===== src/rtl/bar_pkg.sv =====
package bar_pkg;
  typedef enum logic [1:0] {SEL_MAP, SEL_STAT, SEL_ZERO, SEL_NONE} sel_e;

  localparam int ST_W     = 18;
  localparam int ST_INIT  = 6;
  localparam int ST_IRQLO = 10;
  localparam int ST_IRQHI = 11;
  localparam int ST_NED   = 14;
  localparam int ST_PAR   = 15;
  localparam int ST_TIM   = 17;
  localparam int W1C_LO   = 11;
  localparam int W1C_HI   = 14;
  localparam logic [ST_W-1:0] ST_KEEP = 18'h3C0BF;

  localparam int PG_W     = 11;
  localparam int PG_POS   = 9;
  localparam int FL_SRC   = 14;
  localparam int FL_W     = 4;
  localparam int FL_POS   = 27;

  function automatic logic [17:0] lane_place(input logic byt, input logic odd,
                                             input logic [17:0] wd);
    logic [17:0] r;
    if (!byt)     r = wd;
    else if (odd) r = {2'b00, wd[7:0], 8'h00};
    else          r = {10'h000, wd[7:0]};
    return r;
  endfunction
endpackage


===== src/rtl/bar_decode.sv =====
module bar_decode
  import bar_pkg::*;
#(
  parameter int ADDR_W = 18,
  parameter int IDX_W  = 6,
  parameter logic [ADDR_W-1:0] WIN_BASE = 18'o763000
) (
  input  logic [ADDR_W-1:0] addr,
  output sel_e              sel,
  output logic [IDX_W-1:0]  idx
);
  localparam int WIN_LSB = IDX_W + 1;

  logic in_win;
  assign in_win = (addr[ADDR_W-1:WIN_LSB] == WIN_BASE[ADDR_W-1:WIN_LSB]);
  assign idx    = addr[IDX_W-1:0];

  always_comb begin
    sel = SEL_NONE;
    if (in_win) begin
      if (!addr[IDX_W])                 sel = SEL_MAP;
      else if (idx == '0)               sel = SEL_STAT;
      else if (idx == IDX_W'(1))        sel = SEL_ZERO;
      else                              sel = SEL_NONE;
    end
  end
endmodule


===== src/rtl/bar_map_store.sv =====
module bar_map_store
  import bar_pkg::*;
#(
  parameter int IDX_W  = 6,
  parameter int DATA_W = 18,
  parameter int WORD_W = 36
) (
  input  logic              clk,
  input  logic              rst,
  input  logic              we,
  input  logic [IDX_W-1:0]  idx,
  input  logic [DATA_W-1:0] wd,
  output logic [WORD_W-1:0] rd
);
  localparam int DEPTH = 1 << IDX_W;

  logic [WORD_W-1:0] packed_wd;
  logic [WORD_W-1:0] ent [DEPTH];

  always_comb begin
    packed_wd = '0;
    packed_wd[PG_POS +: PG_W] = wd[PG_W-1:0];
    packed_wd[FL_POS +: FL_W] = wd[FL_SRC +: FL_W];
  end

  for (genvar i = 0; i < DEPTH; i++) begin : g_ent
    always_ff @(posedge clk) begin
      if (rst)                          ent[i] <= '0;
      else if (we && idx == IDX_W'(i))  ent[i] <= packed_wd;
    end
  end

  assign rd = ent[idx];
endmodule


===== src/rtl/bar_status_reg.sv =====
module bar_status_reg
  import bar_pkg::*;
(
  input  logic            clk,
  input  logic            rst,
  input  logic            wr,
  input  logic            err,
  input  logic            parity_evt,
  input  logic [ST_W-1:0] wd,
  output logic [ST_W-1:0] status_q,
  output logic            dev_reset
);
  logic [ST_W-1:0] nxt;
  logic            init_now;

  always_comb begin
    nxt      = status_q;
    init_now = 1'b0;
    if (wr) begin
      nxt[W1C_HI:W1C_LO] = nxt[W1C_HI:W1C_LO] & ~wd[W1C_HI:W1C_LO];
      if (wd[ST_INIT]) begin
        nxt      = '0;
        init_now = 1'b1;
      end
      nxt[5:0] = wd[5:0];
      nxt[7]   = wd[7];
    end
    if (err) begin
      nxt[ST_TIM] = 1'b1;
      nxt[ST_NED] = 1'b1;
    end
    if (parity_evt) nxt[ST_PAR] = 1'b1;
    nxt = nxt & ST_KEEP;
  end

  always_ff @(posedge clk) begin
    if (rst) begin
      status_q  <= '0;
      dev_reset <= 1'b0;
    end else begin
      status_q  <= nxt;
      dev_reset <= init_now;
    end
  end
endmodule


===== src/rtl/bar_regfile.sv =====
module bar_regfile
  import bar_pkg::*;
#(
  parameter int ADDR_W = 18,
  parameter int DATA_W = 18,
  parameter int WORD_W = 36,
  parameter int IDX_W  = 6,
  parameter logic [ADDR_W-1:0] WIN_BASE = 18'o763000
) (
  input  logic              clk,
  input  logic              rst,
  input  logic              req_valid,
  output logic              req_ready,
  input  logic              req_write,
  input  logic              req_byte,
  input  logic [ADDR_W-1:0] req_addr,
  input  logic [DATA_W-1:0] req_wdata,
  output logic              rsp_valid,
  input  logic              rsp_ready,
  output logic              rsp_err,
  output logic [WORD_W-1:0] rsp_rdata,
  output logic              dev_reset,
  input  logic              irq_lo_pend,
  input  logic              irq_hi_pend,
  input  logic              parity_evt
);
  sel_e              sel;
  logic [IDX_W-1:0]  idx;
  logic [DATA_W-1:0] wd;
  logic [WORD_W-1:0] map_rd;
  logic [ST_W-1:0]   status_q;
  logic [ST_W-1:0]   st_view;
  logic [WORD_W-1:0] rd_val;
  logic              acc;

  assign req_ready = !rsp_valid || rsp_ready;
  assign acc       = req_valid && req_ready;
  assign wd        = lane_place(req_byte, req_addr[0], req_wdata);

  bar_decode #(.ADDR_W(ADDR_W), .IDX_W(IDX_W), .WIN_BASE(WIN_BASE)) u_dec (
    .addr(req_addr), .sel(sel), .idx(idx)
  );

  bar_map_store #(.IDX_W(IDX_W), .DATA_W(DATA_W), .WORD_W(WORD_W)) u_map (
    .clk(clk), .rst(rst),
    .we(acc && req_write && sel == SEL_MAP),
    .idx(idx), .wd(wd), .rd(map_rd)
  );

  bar_status_reg u_st (
    .clk(clk), .rst(rst),
    .wr(acc && req_write && sel == SEL_STAT),
    .err(acc && sel == SEL_NONE),
    .parity_evt(parity_evt),
    .wd(wd[ST_W-1:0]),
    .status_q(status_q),
    .dev_reset(dev_reset)
  );

  always_comb begin
    st_view           = status_q;
    st_view[ST_IRQLO] = irq_lo_pend;
    st_view[ST_IRQHI] = irq_hi_pend;
    case (sel)
      SEL_MAP:  rd_val = map_rd;
      SEL_STAT: rd_val = WORD_W'(st_view);
      default:  rd_val = '0;
    endcase
  end

  always_ff @(posedge clk) begin
    if (rst) begin
      rsp_valid <= 1'b0;
      rsp_err   <= 1'b0;
      rsp_rdata <= '0;
    end else if (acc) begin
      rsp_valid <= 1'b1;
      rsp_err   <= (sel == SEL_NONE);
      rsp_rdata <= req_write ? '0 : rd_val;
    end else if (rsp_ready) begin
      rsp_valid <= 1'b0;
    end
  end
endmodule


===== config.mk =====
export PLATFORM = sky130hd
export DESIGN_NAME = bar_regfile
export DESIGN_NICKNAME = d
export VERILOG_FILES = /design/src/rtl/bar_pkg.sv /design/src/rtl/bar_decode.sv /design/src/rtl/bar_map_store.sv /design/src/rtl/bar_status_reg.sv /design/src/rtl/bar_regfile.sv
export SDC_FILE = /design/constraint.sdc
export NUM_CORES = 1
export LEC_CHECK = 0
export BUFFER_PORTS_ARGS = -buffer_cell sky130_fd_sc_hd__buf_2
export CORE_MARGIN = 2
export CORE_UTILIZATION = 57
export CTS_CLUSTER_SIZE = 30
export DETAILED_ROUTE_END_ITERATION = 7
export PLACE_DENSITY = 0.79
export SYNTH_ARGS = -nofsm -noshare
export SYNTH_HDL_FRONTEND = slang
export SYNTH_SLANG_ARGS = --single-unit

===== constraint.sdc =====
create_clock -name clk -period 2.3 [get_ports clk]
set_input_delay 0.23 -clock clk [delete_from_list [all_inputs] [get_ports clk]]
set_output_delay 0.23 -clock clk [all_outputs]
set_load 0.01 [all_outputs]

==> out/qor_table.md <==
| Quantity | Reported |
|---|---|
| Run status | finished with violations |
| Violations in the final reports | design-rule violations |
| Vias per inst | 6.30 |
| Compound-cell area share of the yosys netlist | 0.0546 |
| Fin Clk Skew | 34.4 ps |
| Transition time at the pin with the least slew margin | 920 ps |
| Vias | 29300 |
| Area inside the core boundary | 77100 µm² |
| Main combinational cell family by area after synthesis | simple AND/OR/NAND/NOR gates |
| Post-Syn Area per Cell | 13.1 µm² |
| Row count | 102 |
| Die area | 79600 µm² |
| Count of nets after finishing | 3575 |
| Inserted Clock Buffers | 96 |
| Overall track demand over capacity in global routing | 0.301 |
| Biggest fanout along the worst timing path | 16 |
| Number of setup violations in the final report | 0 |
| HP Class | input port to register |
| Number of clock sinks | 995 |
| Final core area utilization | 0.673 |
| Post-synthesis cell type with the largest combined area | sky130_fd_sc_hd__edfxtp_1 |
| Static leakage power | 0.0201 µW |
| Deepest level of the CTS H-tree | 3 |
| Post-route antenna net violation count | 0 |
| Data arrival at the endpoint of the critical path | 2670 ps |
| DPL Wire Length | 77.3 mm |
| Switching part of the total | 0.225 |
| Fmax | 460 MHz |
| Clock latency on the worst-skew pair | 670 ps |
| Crit end category | register |
| Sequential element share of the synthesized area | 0.670 |
| Port buffer count | 67 |
| Switch Pwr | 8900 µW |
| Final weighted congestion in routability-driven placement | 0.976 |
| Logic gate share of total power | 0.081 |
| Max Buffers Root-to-Sink | 3 |
| Count of maximum capacitance violations | 0 |
| Maximum number of pins on one net before global-route repair | 57 |
| Clk pin slew, worst setup/hold paths | 60 ps |
| Vias in the first global route | 28700 |
| Die Y-Extent | 282 µm |
| Simple-gate share of the synthesized area | 0.127 |
| Global route total overflow | 0 |
| Max-slew violation count | 0 |
| Share of synthesized flip-flops with an asynchronous set or reset | 0 |
| Post-Syn Instances | 3356 |
| Cell types occupying the most area after synthesis | sky130_fd_sc_hd__edfxtp_1 (65%), sky130_fd_sc_hd__nor2_1 (8.5%), sky130_fd_sc_hd__mux2i_1 (7.6%) |
| Post-route fraction of the period consumed by the critical path | 0.945 |
| Critical Setup Path Class | register to register |
| Cell Int Power | 30600 µW |
| Iteration-0 DRC count of the detailed router | 3915 |
| FF/Latch Area | 29500 µm² |
| Initial cell density of the core | 0.572 |
| Pre-CTS setup slack | -136 ps |
| Power per unit of standard cell area | 761 nW/µm² |
| Area growth from synthesis to final layout | 17.7% |
| Buffer type at the clock tree root | sky130_fd_sc_hd__clkbuf_16 |
| Area of the mapped netlist | 44100 µm² |
| Fraction of the mapped netlist area in adder cells | 0 |
| Multiplexer area fraction after synthesis | 0.113 |
| IO Count | 85 |
| Number of antenna violations at the first check in global routing | 4 |
| Yosys reg bits | 995 |
| RSZ-0062 raised after global routing | no |
| VDD IR-drop max | 0.000560 V |
| Placed Instances | 4470 |
| Final setup margin | 126 ps |
| Detailed-routing iteration count for the pre-antenna-repair pass | 8 |
| Predominant post-synthesis flop cell | sky130_fd_sc_hd__edfxtp_1 |
| Remaining routing DRC violations | 7 |
| Average wire per cell in the routed design | 25.6 µm |
| Placed inst area | 48700 µm² |
| Max transition margin | 0.384 |
| Minimum clock period | 2170 ps |
| Wire length reported by the detailed router | 119 mm |
| Layout Cell Area excl Fill | 51900 µm² |
| CP required | 2790 ps |
| Distinct cell type count of the synthesized netlist | 60 |
| Clock tree from TritonCTS | done |
| Fraction of power consumed by the clock network | 0.404 |
| Count of warnings emitted by yosys | 0 |
| Area share of the leading cell type in the synthesized netlist | 0.654 |
| Number of flops mapped to enable cells by yosys | 960 |
| First-pass GRT wire length | 176 mm |
| Non-filler instance count after layout | 4653 |
| Sequential fraction of design power | 0.515 |
| Layout cell share with drive strength beyond 1 | 0.191 |
| Footprint of the multi-input gates | 13200 µm² |
| Setup fix buffers added after clock tree synthesis | 0 |
| Synthesized-area fraction occupied by xor and xnor cells | 0 |
| Die width | 282 µm |
| Critical Path Source Type | register |
| Final number of hold-violating endpoints | 0 |
| Filler cells | 5112 |
==> routing by layer <==
| layer | vias up | part of all wire | global-route usage |
|---|---|---|---|
| met5 | - | 0.00023 | 0 |
| met4 | 4 | 0.051 | 0.149 |
| met3 | 345 | 0.11 | 0.0623 |
| met2 | 1963 | 0.48 | 0.490 |
| met1 | 14400 | 0.35 | 0.390 |
| li1 | 12600 | - | - |
==> state kept, by name, summed over array words and instances (netlist names) <==
register,flops
u_map.ent,960
rsp_rdata,22
u_st.status_q,10
rsp_err,1
rsp_valid,1
u_st.dev_reset,1
==> cells by family (layout without fill, tap and decap cells) <==
| logic type | count (synthesis) | count (layout) |
|---|---|---|
| AND/OR/NAND/NOR | 1277 | 1277 |
| flip-flops | 995 | 995 |
| multiplexers | 409 | 409 |
| buffers and inverters | 340 | 582 |
| AO/OA/AOI/OAI | 334 | 334 |
| other | 1 | 16 |
==> synthesized netlist by cell type, types with 4 or more instances <==
cell type                  number
sky130_fd_sc_hd__or2_2          8
sky130_fd_sc_hd__nor2b_1        9
sky130_fd_sc_hd__nand2b_1       9
sky130_fd_sc_hd__nand2_1       64
sky130_fd_sc_hd__inv_1         14
sky130_fd_sc_hd__a21oi_2        5
sky130_fd_sc_hd__a21oi_1       29
sky130_fd_sc_hd__nand3b_1      20
sky130_fd_sc_hd__edfxtp_1     960
sky130_fd_sc_hd__a41o_1        17
sky130_fd_sc_hd__a211o_1        5
sky130_fd_sc_hd__mux2i_1      336
sky130_fd_sc_hd__buf_4         41
sky130_fd_sc_hd__nor4_1        14
sky130_fd_sc_hd__buf_2        124
sky130_fd_sc_hd__clkbuf_1     154
sky130_fd_sc_hd__a21o_1        48
sky130_fd_sc_hd__nand3b_2       6
sky130_fd_sc_hd__nor2_1       996
sky130_fd_sc_hd__nor4_4         4
sky130_fd_sc_hd__a211oi_1       9
sky130_fd_sc_hd__buf_1          7
sky130_fd_sc_hd__o22ai_1       58
sky130_fd_sc_hd__mux4_2        72
sky130_fd_sc_hd__and4_1        20
sky130_fd_sc_hd__nand4_1       13
sky130_fd_sc_hd__nor3_2         6
sky130_fd_sc_hd__a22oi_1      151
sky130_fd_sc_hd__nor3_1        12
sky130_fd_sc_hd__dfxtp_1       35
sky130_fd_sc_hd__a31oi_1        5
sky130_fd_sc_hd__nand3_1       56
==> metrics by stage <==
stage               setup TNS, ps  total power, µW  hold WS (ps)
floorplan                       0            22400           359
global route                    0            40400          53.2
CTS                             0            39600          26.7
detailed placement          -1220            23900           448
finish                          0            39500          60.8
global placement             -539            23800           441
==> power by group through the flow <==
stage | Combinational, µW | Clock (µW) | Sequential [µW]
6_report | 3200 | 16000 | 20300
2_1_floorplan | 1670 | 0 | 20700
3_5_place_dp | 3130 | 0 | 20700
3_3_place_gp | 3080 | 0 | 20700
4_1_cts | 3150 | 16100 | 20300
5_1_grt | 3320 | 16700 | 20400
==> area by class of cell <==
class                           instances  area share
Multi-Input combinational cell       2034       0.254
Inverter                               14     0.00101
Clock buffer                          114      0.0484
Clock inverter                         65      0.0132
Tap cell                             1040      0.0251
Sequential cell                       995       0.569
Timing Repair Buffer                  389      0.0889
Antenna cell                            2   0.0000964
==> critical path, stage by stage (launching register included) <==
cell and delay, ps:
sky130_fd_sc_hd__dfxtp_1 310, sky130_fd_sc_hd__nand2b_1 110, sky130_fd_sc_hd__nand3_2 210, sky130_fd_sc_hd__buf_4 220, sky130_fd_sc_hd__nor4_4 270, sky130_fd_sc_hd__buf_4 290
sky130_fd_sc_hd__nand3b_2 340, sky130_fd_sc_hd__nor2_1 250
==> placed cells by master, fill, tap and decap left out, types with 6 or more instances in the layout <==
| cell type | count |
|---|---|
| sky130_fd_sc_hd__nor4_1 | 14 |
| sky130_fd_sc_hd__and4_1 | 20 |
| sky130_fd_sc_hd__nand3b_1 | 20 |
| sky130_fd_sc_hd__mux4_2 | 72 |
| sky130_fd_sc_hd__a211oi_1 | 9 |
| sky130_fd_sc_hd__a21o_2 | 20 |
| sky130_fd_sc_hd__conb_1 | 14 |
| sky130_fd_sc_hd__nand4_1 | 13 |
| sky130_fd_sc_hd__a22oi_1 | 151 |
| sky130_fd_sc_hd__nor3_1 | 12 |
| sky130_fd_sc_hd__inv_1 | 14 |
| sky130_fd_sc_hd__nand2b_1 | 7 |
| sky130_fd_sc_hd__a21o_1 | 28 |
| sky130_fd_sc_hd__dfxtp_1 | 35 |
| sky130_fd_sc_hd__clkinvlp_4 | 7 |
| sky130_fd_sc_hd__bufinv_16 | 12 |
| sky130_fd_sc_hd__buf_2 | 64 |
| sky130_fd_sc_hd__clkinv_2 | 15 |
| sky130_fd_sc_hd__clkbuf_1 | 16 |
| sky130_fd_sc_hd__nor2_1 | 994 |
| sky130_fd_sc_hd__nor2b_1 | 6 |
| sky130_fd_sc_hd__clkbuf_16 | 98 |
| sky130_fd_sc_hd__nand2_1 | 56 |
| sky130_fd_sc_hd__a41o_1 | 17 |
| sky130_fd_sc_hd__buf_4 | 175 |
| sky130_fd_sc_hd__edfxtp_1 | 960 |
| sky130_fd_sc_hd__o22ai_1 | 58 |
| sky130_fd_sc_hd__mux2i_1 | 336 |
| sky130_fd_sc_hd__or2_2 | 8 |
| sky130_fd_sc_hd__nand3_1 | 56 |
| sky130_fd_sc_hd__nor3_2 | 6 |
| sky130_fd_sc_hd__nand3b_2 | 6 |
| sky130_fd_sc_hd__a21oi_1 | 29 |
| sky130_fd_sc_hd__buf_12 | 147 |
| sky130_fd_sc_hd__clkinv_1 | 21 |
| sky130_fd_sc_hd__nand2_4 | 6 |
==> final timing paths <==
check                    from                to  slack [ps]  cells past startpoint
max                 rsp_valid   u_map.ent[0][1]         130                      7
min              req_wdata[3]  u_map.ent[42][3]          60                      3
max reg2reg         rsp_valid   u_map.ent[0][1]         130                      7
min reg2reg  u_st.status_q[2]  u_st.status_q[2]         450                      2
==> what timing repair did <==
item                      4_1_cts  5_1_grt
hold endpoints to repair        2        0
gates resized for setup         0        0
hold buffers                    2        0
Power figures use the tool's default switching activity.
